===== config.mk =====
export PLATFORM = sky130hd
export DESIGN_NAME = booth_seq_mul
export DESIGN_NICKNAME = d
export VERILOG_FILES = /design/src/rtl/booth_pkg.sv /design/src/rtl/booth_recoder.sv /design/src/rtl/booth_ctrl.sv /design/src/rtl/booth_datapath.sv /design/src/rtl/booth_seq_mul.sv
export SDC_FILE = /design/constraint.sdc
export NUM_CORES = 1
export LEC_CHECK = 0
export BUFFER_PORTS_ARGS = -buffer_cell sky130_fd_sc_hd__clkbuf_2
export CAP_MARGIN = 5
export CORE_MARGIN = 2
export CORE_UTILIZATION = 50
export CTS_CLUSTER_DIAMETER = 100
export DETAILED_ROUTE_END_ITERATION = 7
export PLACE_DENSITY = 0.74
export SLEW_MARGIN = 20
export SYNTH_ARGS = -nofsm -noshare
export SYNTH_HDL_FRONTEND = slang
export SYNTH_HIERARCHICAL = 1
export SYNTH_SLANG_ARGS = --single-unit

===== constraint.sdc =====
create_clock -name clk -period 3.7 [get_ports clk]
set_clock_uncertainty 0.1 [all_clocks]
set_input_delay 0.555 -clock clk [delete_from_list [all_inputs] [get_ports clk]]
set_output_delay 0.555 -clock clk [all_outputs]
set_load 0.01 [all_outputs]

===== src/rtl/booth_pkg.sv =====
package booth_pkg;

   // Action chosen for one step from the current and previous multiplier bits
   typedef enum logic [1:0] {
      BOOTH_NOP = 2'd0,
      BOOTH_ADD = 2'd1,
      BOOTH_SUB = 2'd2
   } booth_op_e;

   // Adder variants selectable at elaboration
   localparam int ADDER_SHARED = 0;
   localparam int ADDER_DUAL   = 1;

endpackage


===== src/rtl/booth_recoder.sv =====
module booth_recoder
   import booth_pkg::*;
(
   input  logic      cur_bit,
   input  logic      prev_bit,
   output booth_op_e op
);

   always_comb begin
      case ({cur_bit, prev_bit})
         2'b10:   op = BOOTH_SUB;   // entering a run of ones
         2'b01:   op = BOOTH_ADD;   // leaving a run of ones
         default: op = BOOTH_NOP;   // inside a run of ones or of zeros
      endcase
   end

endmodule


===== src/rtl/booth_ctrl.sv =====
module booth_ctrl #(
   parameter int WIDTH = 8
) (
   input  logic clk,
   input  logic rst_n,
   input  logic start,
   output logic busy,
   output logic done,
   output logic load_en,
   output logic step_en
);

   localparam int CNT_W = $clog2(WIDTH + 1);

   logic [CNT_W-1:0] steps_left;
   logic             last_step;

   assign load_en   = start && !busy;
   assign step_en   = busy;
   assign last_step = (steps_left == CNT_W'(1));

   always_ff @(posedge clk or negedge rst_n) begin
      if (!rst_n) begin
         busy       <= 1'b0;
         done       <= 1'b0;
         steps_left <= '0;
      end else begin
         done <= 1'b0;
         if (load_en) begin
            busy       <= 1'b1;
            steps_left <= CNT_W'(WIDTH);
         end else if (busy) begin
            steps_left <= steps_left - CNT_W'(1);
            if (last_step) begin
               busy <= 1'b0;
               done <= 1'b1;
            end
         end
      end
   end


   start_accept_chk: assert property (@(posedge clk) disable iff (!rst_n)
      (start && !busy) |=> (busy && !done));


   step_count_chk: assert property (@(posedge clk) disable iff (!rst_n)
      (busy && !last_step) |=> (busy && steps_left == $past(steps_left) - CNT_W'(1)));


   finish_chk: assert property (@(posedge clk) disable iff (!rst_n)
      (busy && last_step) |=> (done && !busy));


   done_single_chk: assert property (@(posedge clk) disable iff (!rst_n)
      done |=> !done);


   start_while_busy_chk: assert property (@(posedge clk) disable iff (!rst_n)
      (busy && start && !last_step) |=> (steps_left == $past(steps_left) - CNT_W'(1)));

endmodule


===== src/rtl/booth_datapath.sv =====
module booth_datapath
   import booth_pkg::*;
#(
   parameter int WIDTH       = 8,
   parameter int ADDER_STYLE = ADDER_SHARED
) (
   input  logic               clk,
   input  logic               rst_n,
   input  logic               load_en,
   input  logic               step_en,
   input  logic [WIDTH-1:0]   multiplicand,
   input  logic [WIDTH-1:0]   multiplier,
   output logic [2*WIDTH-1:0] product
);

   // Accumulator carries one guard bit so most-negative operands stay exact
   localparam int ACC_W = WIDTH + 1;

   logic [ACC_W-1:0] acc;
   logic [WIDTH-1:0] mreg;
   logic             hist;
   logic [ACC_W-1:0] mcand_x;
   logic [ACC_W-1:0] sum;
   booth_op_e        op;

   booth_recoder u_recoder (
      .cur_bit  (mreg[0]),
      .prev_bit (hist),
      .op       (op)
   );

   generate
      if (ADDER_STYLE == ADDER_SHARED) begin : g_shared_adder
         logic [ACC_W-1:0] operand;
         logic             cin;
         always_comb begin
            cin = (op == BOOTH_SUB);
            case (op)
               BOOTH_ADD: operand = mcand_x;
               BOOTH_SUB: operand = ~mcand_x;
               default:   operand = '0;
            endcase
            sum = acc + operand + ACC_W'(cin);
         end
      end else begin : g_dual_adder
         logic [ACC_W-1:0] add_res;
         logic [ACC_W-1:0] sub_res;
         always_comb begin
            add_res = acc + mcand_x;
            sub_res = acc - mcand_x;
            case (op)
               BOOTH_ADD: sum = add_res;
               BOOTH_SUB: sum = sub_res;
               default:   sum = acc;
            endcase
         end
      end
   endgenerate

   always_ff @(posedge clk or negedge rst_n) begin
      if (!rst_n) begin
         acc     <= '0;
         mreg    <= '0;
         hist    <= 1'b0;
         mcand_x <= '0;
      end else if (load_en) begin
         acc     <= '0;
         mreg    <= multiplier;
         hist    <= 1'b0;
         mcand_x <= {multiplicand[WIDTH-1], multiplicand};
      end else if (step_en) begin
         // arithmetic right shift of {acc, mreg, hist} as one word
         acc  <= {sum[ACC_W-1], sum[ACC_W-1:1]};
         mreg <= {sum[0], mreg[WIDTH-1:1]};
         hist <= mreg[0];
      end
   end

   assign product = {acc[WIDTH-1:0], mreg};


   nop_shift_only_chk: assert property (@(posedge clk) disable iff (!rst_n)
      (step_en && op == BOOTH_NOP) |=> (acc == {$past(acc[ACC_W-1]), $past(acc[ACC_W-1:1])}));


   sign_kept_chk: assert property (@(posedge clk) disable iff (!rst_n)
      step_en |=> (acc[ACC_W-1] == acc[ACC_W-2]));


   mcand_held_chk: assert property (@(posedge clk) disable iff (!rst_n)
      !load_en |=> $stable(mcand_x));

endmodule


===== src/rtl/booth_seq_mul.sv =====
module booth_seq_mul
   import booth_pkg::*;
#(
   parameter int WIDTH       = 8,
   parameter int ADDER_STYLE = ADDER_SHARED
) (
   input  logic               clk,
   input  logic               rst_n,
   input  logic               start,
   input  logic [WIDTH-1:0]   multiplicand,
   input  logic [WIDTH-1:0]   multiplier,
   output logic               busy,
   output logic               done,
   output logic [2*WIDTH-1:0] product
);

   generate
      if (WIDTH < 2) begin : g_bad_width
         $error("booth_seq_mul: WIDTH must be at least 2");
      end
      if (ADDER_STYLE != ADDER_SHARED && ADDER_STYLE != ADDER_DUAL) begin : g_bad_style
         $error("booth_seq_mul: unknown ADDER_STYLE");
      end
   endgenerate

   logic load_en;
   logic step_en;

   booth_ctrl #(.WIDTH(WIDTH)) u_ctrl (
      .clk     (clk),
      .rst_n   (rst_n),
      .start   (start),
      .busy    (busy),
      .done    (done),
      .load_en (load_en),
      .step_en (step_en)
   );

   booth_datapath #(.WIDTH(WIDTH), .ADDER_STYLE(ADDER_STYLE)) u_dp (
      .clk          (clk),
      .rst_n        (rst_n),
      .load_en      (load_en),
      .step_en      (step_en),
      .multiplicand (multiplicand),
      .multiplier   (multiplier),
      .product      (product)
   );


   idle_hold_chk: assert property (@(posedge clk) disable iff (!rst_n)
      (!busy && !start) |=> $stable(product));


   reset_state_chk: assert property (@(posedge clk)
      !rst_n |=> (!busy && !done));

endmodule


==> results.ini <==
[clocking]
cts.clk_slew.worst_paths_ns=0.10
cts.sinks=31
cts_resized=0
clockRootBuffer=clkbuf_4
clock_latency_ns=0.32
cts_tree=yes
hold_buffers=0
cts_max_level=2
cts_buffer_depth=2
post-cts-setup-buffers=0
cts_buffers=5

[min_path]
min_path_type=in -> async

[die]
core-area_um2=3390
die_y_um=63.70
die_area_um2=4057
dieWidth_um=63.70
initial_utilization=0.5257
ios=37
placementRows=21

[yosys]
netlist.area_leader.share=0.4354
yosysWarnings=6
ys_ff_latch=31
synth_cell_types=46
syn_avg_cell_area_um2=10.24
synth_async_sr_flop_share=1.000
synth_edf_count=0
yosys-top-cells-count=31 x dfrtp_1, 21 x nand2_1, 15 x o21ai_0
synth_top_area_cell=dfrtp_1
synth_area_um2=1782
syn_inst=174
synthTopCellsByArea=dfrtp_1 44%, ha_1 6.3%, mux2_2 5.7%
yosysMostFrequentCell=dfrtp_1
synth_fp_nets=204
ys.flop_type=dfrtp_1
seq_area_frac_synth=0.4354

[critical_path]
crit_type=reg -> reg
arrival_ns=3.12
crit_fanout=8
start_kind=flop
ff2ff_setup_slack_ns=0.66
reg2reg_from=u_dp/mreg[0]
critPathLaunch=u_dp/mreg[0]
required_ns=3.78
cp-end-kind=flop

[finish]
fillers=290
fin_nets=241
area_delta_synth_final_pct=16.15
diodes=0
drive_gt1_frac=0.2877
instances_no_fill=258

[drt]
drc_errors=0
detail-route-antenna-nets=0
firstDrtPassIters=4
drtIter0Drc=130
vias=1436
post_drt_wl_per_cell_um=14.62
vias_per_cell=5.566
drt-total-wl_um=3773

[sta]
worstMarginPinSlew_ns=0.7525
slew_headroom=0.4961
period_minus_slack_ns=3.037
setup_viol=0
finalWorstSetupSlack_ns=0.6633
fmax_mhz=329.3
maxSlewViolCount=0
finalHoldViolations=0
setup_tns_ns=0
rsz0062_at_grt=no
finalCritPeriodShare=0.8207

[placed_design]
hpwlAfterDp_um=2827
io_buffers=36
place_congestion=0.8553
place_inst=250
pre_cts_slack_ns=0.6606

[run]
drv_cap=0

[power]
ir_drop_mv=0.5474
power.leakage_nw=1.022
pwr_density_cell_nw_per_um2=1080

[global_routing]
grt_pass1_vias=1424
antenna_found_initial=0
grtUsageTotal=0.1982
grt_pass1_wl_um=6203
gr-total-overflow=0
grt_max_degree=32

[status]
status=completed

-- critical path, cell delays in order, from the launching register on --
cell       delay, ns
dfrtp_1         0.43
and2b_2         0.22
nor2b_1         0.44
a21oi_1         0.17
fa_1            0.44
fa_1            0.43
nor2b_1         0.18
o2111ai_1       0.13
a21boi_0        0.26
o22ai_1         0.11
-- power by group --
group          leakage, nW  total, W  switching, W  internal, W
sequential           0.370  0.000679      0.000150     0.000529
clock               0.0386  0.000222      0.000110     0.000112
combinational        0.614   0.00133      0.000704     0.000630
total                 1.02   0.00223      0.000964      0.00127
-- final cells by class --
class                           instances  area [um^2]  share of cell area
Clock buffer                            8        68.82             0.03325
Inverter                                6        22.52             0.01088
Multi-Input combinational cell        129        949.7              0.4589
Sequential cell                        31        775.7              0.3748
Tap cell                               46        57.56             0.02781
Timing Repair Buffer                   38        195.2             0.09432
-- cell families (layout without fill, tap and decap cells) --
logic type | Yosys count | after routing | share of synthesized area
fa+ha+maj | 11 | 11 | 0.08568
simple gates | 54 | 54 | 0.1587
compound gates | 43 | 43 | 0.1643
flops | 31 | 31 | 0.4354
mux | 19 | 19 | 0.1131
xor+xnor | 2 | 2 | 0.009833
buf+inv | 14 | 52 | 0.03301
-- state kept, by name (all words and copies together) (netlist names) --
register           cells
u_dp/mcand_x           8
u_dp/mreg              8
u_dp/acc               8
u_ctrl/steps_left      4
u_ctrl/busy            1
u_dp/hist              1
u_ctrl/done            1
-- final timing paths --
kind / end / cells past startpoint
worst min-delay path: u_dp/acc[6] / 1
worst min register to register: u_ctrl/done / 1
worst max register to register: u_dp/acc[7] / 9
worst max-delay path: u_dp/acc[7] / 9
min in group clk: u_dp/mreg[5] / 3
max in group asynchronous: u_dp/acc[0] / 1
-- layer usage --
metal | GRT usage | up-vias | wire, um
met4 | 0.08152 | 0 | 76
li1 | - | 702 | -
met1 | 0.2290 | 674 | 1631
met2 | 0.3408 | 50 | 1880
met3 | 0.05893 | 10 | 184
met5 | 0 | - | 0
-- cells in the final DEF, fill, tap and decap left out, types with 5 or more instances in the layout --
| master | n |
|---|---|
| ha_1 | 9 |
| nor2b_1 | 6 |
| nor2_1 | 9 |
| o21ai_0 | 15 |
| mux2_2 | 9 |
| inv_1 | 6 |
| dfrtp_1 | 31 |
| nand2_1 | 21 |
| clkbuf_4 | 5 |
| clkbuf_2 | 36 |
| mux2i_1 | 10 |
-- through the flow --
| step | power [W] | util | hold WS, ns | area (um^2) |
|---|---|---|---|---|
| 4_1_cts | 0.002236 | 0.6106 | 0.2080 | 2069 |
| 6_report | 0.002235 | 0.6106 | 0.1822 | 2069 |
| 5_1_grt | 0.002425 | 0.6106 | 0.2282 | 2069 |
| 2_1_floorplan | 0.001649 | - | 0.1594 | 1782 |
| 3_3_place_gp | 0.001928 | 0.5903 | 0.3964 | 2001 |
| 3_5_place_dp | 0.002007 | 0.5903 | 0.3951 | 2001 |
No activity file was read; power rests on OpenSTA's default activity.
